**config.mk**
```make
export PLATFORM = sky130hd
export DESIGN_NAME = cam_pixel_capture
export DESIGN_NICKNAME = d
export VERILOG_FILES = /design/src/rtl/cam_cap_pkg.sv /design/src/rtl/cap_byte_pair.sv /design/src/rtl/cap_pix_counter.sv /design/src/rtl/cap_addr_map.sv /design/src/rtl/cam_pixel_capture.sv
export SDC_FILE = /design/constraint.sdc
export NUM_CORES = 1
export LEC_CHECK = 0
export ABC_AREA = 1
export BUFFER_PORTS_ARGS = -buffer_cell sky130_fd_sc_hd__buf_2
export CAP_MARGIN = 25
export CORE_UTILIZATION = 55
export CTS_CLUSTER_SIZE = 8
export DETAILED_ROUTE_END_ITERATION = 8
export PLACE_DENSITY = 0.84
export SLEW_MARGIN = 20
export SYNTH_ARGS = -nofsm -noshare
export SYNTH_HDL_FRONTEND = slang
export SYNTH_SLANG_ARGS = --single-unit
```
**constraint.sdc**
```tcl
create_clock -name clk -period 1.7 [get_ports clk]
set_input_delay 0.34 -clock clk [delete_from_list [all_inputs] [get_ports clk]]
set_output_delay 0.34 -clock clk [all_outputs]
set_load 0.1 [all_outputs]
```
**src/rtl/cam_cap_pkg.sv**
```systemverilog
package cam_cap_pkg;

  localparam int unsigned RGB565_W = 16;
  localparam int unsigned RGB444_W = 12;

  typedef struct packed {
    logic [3:0] red;
    logic [3:0] grn;
    logic [3:0] blu;
  } rgb444_t;

  // Keep the top bits of each colour channel of a 5-6-5 word.
  function automatic rgb444_t narrow_565(input logic [RGB565_W-1:0] w);
    rgb444_t o;
    o.red = w[15:12];
    o.grn = w[10:7];
    o.blu = w[4:1];
    return o;
  endfunction

endpackage

```
**src/rtl/cap_byte_pair.sv**
```systemverilog
module cap_byte_pair #(
  parameter int unsigned DATA_W = 8
) (
  input  logic              clk,
  input  logic              rst_n,
  input  logic              frame_sync,
  input  logic              line_valid,
  input  logic [DATA_W-1:0] byte_in,
  output logic              pair_done,
  output logic [2*DATA_W-1:0] pair_word
);

  logic              second_q;
  logic [DATA_W-1:0] first_q;
  logic              take;

  assign take      = line_valid & ~frame_sync;
  assign pair_done = take & second_q;
  assign pair_word = {first_q, byte_in};

  always_ff @(posedge clk) begin
    if (!rst_n) begin
      second_q <= 1'b0;
      first_q  <= '0;
    end else if (frame_sync) begin
      second_q <= 1'b0;
    end else if (take) begin
      second_q <= ~second_q;
      if (!second_q) first_q <= byte_in;
    end
  end

endmodule

```
**src/rtl/cap_pix_counter.sv**
```systemverilog
module cap_pix_counter #(
  parameter int unsigned CNT_W = 19
) (
  input  logic             clk,
  input  logic             rst_n,
  input  logic             clear,
  input  logic             step,
  output logic [CNT_W-1:0] count
);

  always_ff @(posedge clk) begin
    if (!rst_n)     count <= '0;
    else if (clear) count <= '0;
    else if (step)  count <= count + 1'b1;
  end

endmodule

```
**src/rtl/cap_addr_map.sv**
```systemverilog
module cap_addr_map #(
  parameter int unsigned PIX_W = 19,
  parameter int unsigned BUF_W = 17
) (
  input  logic [PIX_W-1:0] pix_addr,
  input  logic             direct,
  output logic [BUF_W-1:0] buf_addr
);

  localparam int unsigned DROP = PIX_W - BUF_W;

  generate
    if (DROP == 0) begin : g_same
      assign buf_addr = pix_addr;
    end else begin : g_decim
      logic [BUF_W-1:0] decim;
      logic [BUF_W-1:0] low;
      assign decim    = pix_addr[PIX_W-1:DROP];
      assign low      = pix_addr[BUF_W-1:0];
      assign buf_addr = direct ? low : decim;
    end
  endgenerate

endmodule

```
**src/rtl/cam_pixel_capture.sv**
```systemverilog
module cam_pixel_capture
  import cam_cap_pkg::*;
#(
  parameter int unsigned DATA_W = 8,
  parameter int unsigned PIX_W  = 19,
  parameter int unsigned BUF_W  = 17
) (
  input  logic              clk,
  input  logic              rst_n,
  input  logic [DATA_W-1:0] cam_data,
  input  logic              line_valid,
  input  logic              frame_sync,
  input  logic              sel_small,
  input  logic              sel_half,
  output logic              wr_valid,
  output logic [BUF_W-1:0]  wr_addr,
  output logic [RGB444_W-1:0] wr_pixel
);

  localparam int unsigned WORD_W = 2 * DATA_W;

  logic              pair_done;
  logic [WORD_W-1:0] pair_word;
  logic [PIX_W-1:0]  pix_cnt;
  logic [BUF_W-1:0]  buf_addr;
  logic              direct;

  // 160x120 has priority; both reduced modes address directly.
  assign direct = sel_small | sel_half;

  cap_byte_pair #(.DATA_W(DATA_W)) u_pair (
    .clk(clk), .rst_n(rst_n), .frame_sync(frame_sync),
    .line_valid(line_valid), .byte_in(cam_data),
    .pair_done(pair_done), .pair_word(pair_word)
  );

  cap_pix_counter #(.CNT_W(PIX_W)) u_cnt (
    .clk(clk), .rst_n(rst_n), .clear(frame_sync),
    .step(pair_done), .count(pix_cnt)
  );

  cap_addr_map #(.PIX_W(PIX_W), .BUF_W(BUF_W)) u_map (
    .pix_addr(pix_cnt), .direct(direct), .buf_addr(buf_addr)
  );

  always_ff @(posedge clk) begin
    if (!rst_n) begin
      wr_valid <= 1'b0;
      wr_addr  <= '0;
      wr_pixel <= '0;
    end else begin
      wr_valid <= pair_done;
      if (pair_done) begin
        wr_addr  <= buf_addr;
        wr_pixel <= narrow_565(pair_word);
      end
    end
  end

endmodule

```
==> metrics.csv <==
metric;value;unit
syn_to_final_growth;18.93;%
cts_tree;yes;
routedWlPerCell;12.81;um
synth_area;2597;um^2
cp.arrival;1800;ps
grt_pass1_wl;9735;um
dp_hpwl;4189;um
maxCapViolations;0;
ys_ff_latch;57;
finalHoldViolCount;0;
layout_common_cells;nand2_1 (81), dfxtp_1 (57), buf_2 (43);
end_kind;register;
crit_path_max_fanout;18;
p_leak;1.366;nW
clock_sinks;57;
grt_use_total;25.21;%
numCtsBuffers;9;
layout.cells.non_filler;461;
nNetsFinal;419;
drt-initial-drc-count;144;
relSlewSlack;67.16;%
violations;DRC;
syn_area_per_cell;7.296;um^2
max_freq;643.4;MHz
drc;6;
rsz0062_at_grt;no;
io_buffers;43;
dr.pass1.iters;6;
vias_per_cell;5.265;
routed_wl;5907;um
setup_violations;0;
die_area;5001;um^2
grt_max_degree;26;
grt_antenna_before_repair;0;
crit_required;1950;ps
crit_start;u_pair.second_q$_SDFFE_PP0P_;
core_area;4444;um^2
insertion_delay;340;ps
yosysSeqAreaShare;43.93;%
fillers;371;
die_h;70.72;um
r2r-start;u_pair.second_q$_SDFFE_PP0P_;
start_util;58.45;%
worstHoldStart;cam_data[7];
fin_crit_sh;91.43;%
overflow;0;
clock_skew;10.30;ps
timing.setup.tns;0;ps
power_density;987.4;nW/um^2
post_cts_buffers;0;
clkSlewWorstSetupHoldPaths;70;ps
ys_top_cells_by_area;dfxtp_1 (44%), nand2_1 (12%), a21oi_1 (7.1%);
hp-class;input pin to register;
htreeDepth;3;
globalplace.congestion;0.9132;
ys_warn_count;0;
placedCellCount;445;
vias;2427;
crit_type;register to register;
worstSetupStartpointType;register;
whs;246.1;ps
diodes;0;
drv_slew;0;
synth_top_area_share;43.93;%
synth_cell_types;26;
max-vdd-ir-drop;0.0006972;V
yosysTopAreaCell;dfxtp_1;
drive_above_1_share;21.27;%
fp-row-count;24;
die_w;70.72;um
grt_pass1_vias;2188;
cts.path.max_buffers;2;
finalWorstPathRequiredPeriod;1554;ps
cts-root-buf;clkbuf_8;
worst_slew_pin_slew;496.0;ps
status;complete, but fails checks;
syn_nets;371;
synthCells;356;
ant_nets;0;
cts_resized;0;
dp_slack;146.0;ps
ctsHoldBuffers;0;
ioPinCount;44;
layout_setup_ws;145.7;ps
mostFrequentLayoutCell;nand2_1;
-- cell type report --
class / instances / area [um^2] / area share (%)
clock buffer: 12 / 155.1 / 5.022
timing repair buffer: 51 / 300.3 / 9.721
inverter: 49 / 183.9 / 5.954
tap: 52 / 65.06 / 2.106
multi-input combinational: 236 / 1169 / 37.83
sequential: 57 / 1141 / 36.94
clock inverter: 4 / 75.07 / 2.430
-- Yosys cell counts --
master    instances
buf_2             3
nor3_1            2
clkinv_1          1
nand3_2           2
nand2_2           3
a21oi_1          37
nand3_4           1
dfxtp_1          57
o211ai_1         21
nor2_1           40
buf_4             2
nand3_1          13
inv_1            42
o21ai_0          18
clkbuf_8          1
clkbuf_1          4
a211oi_2          1
nand2_1          81
buf_6             4
nor2_2            3
ha_1              1
nor3_2            1
nor3b_1           1
inv_2             6
nor2_4            4
nand4_1           7
-- state kept, by name, indices dropped and copies added (netlist names) --
| register | flops |
|---|---|
| wr_addr | 17 |
| u_cnt.count | 19 |
| u_pair.second_q | 1 |
| wr_pixel | 12 |
| u_pair.first_q | 7 |
| wr_valid | 1 |
-- metal layers --
| metal | GRT usage [%] | part of all wire [%] | up-vias | wire length (um) |
|---|---|---|---|---|
| met3 | 5.556 | 4.6 | 7 | 272 |
| met5 | 0 | 0 | - | 0 |
| met4 | 14.67 | 1.8 | 0 | 104 |
| met2 | 38.14 | 45 | 61 | 2680 |
| met1 | 33.30 | 48 | 1107 | 2850 |
| li1 | - | - | 1252 | - |
-- worst max-delay path, cell delays in order, from the launching register on --
cell and delay (ps):
dfxtp_1 460, nand3_4 230, buf_12 230, nor2_4 150, nand3_2 110, nand2_1 80, nor3b_1 200
-- worst paths after layout --
check / to / cells past startpoint / slack [ps]
max: u_cnt.count[9]$_SDFFE_PP0P_ / 6 / 150
min: wr_pixel[4]$_SDFFE_PN0P_ / 3 / 250
max reg2reg: u_cnt.count[9]$_SDFFE_PP0P_ / 6 / 150
min reg2reg: wr_pixel[8]$_SDFFE_PN0P_ / 2 / 460
-- stage by stage --
step	total power, mW	utilization, %	instance area [um^2]
after floorplan	1.576	-	2597
after global placement	1.628	64.33	2859
after detailed placement	1.632	64.33	2859
after CTS	3.060	69.51	3089
after global routing	3.128	69.51	3089
final	3.050	69.51	3089
-- cell families (layout without fill, tap and decap cells) --
kind of cell | Yosys count | after routing | share of synthesized area (%)
simple gates | 158 | 158 | 27.36
flops | 57 | 57 | 43.93
fa+ha+maj | 1 | 1 | 0.4816
buf+inv | 63 | 116 | 11.08
compound gates | 77 | 77 | 17.15
-- power by group --
part	internal [mW]	switching, mW	total (mW)
Clock	0.905	0.543	1.45
Sequential	1.36	0.0119	1.37
Combinational	0.0544	0.179	0.233
(Power assumes the default switching activity.)
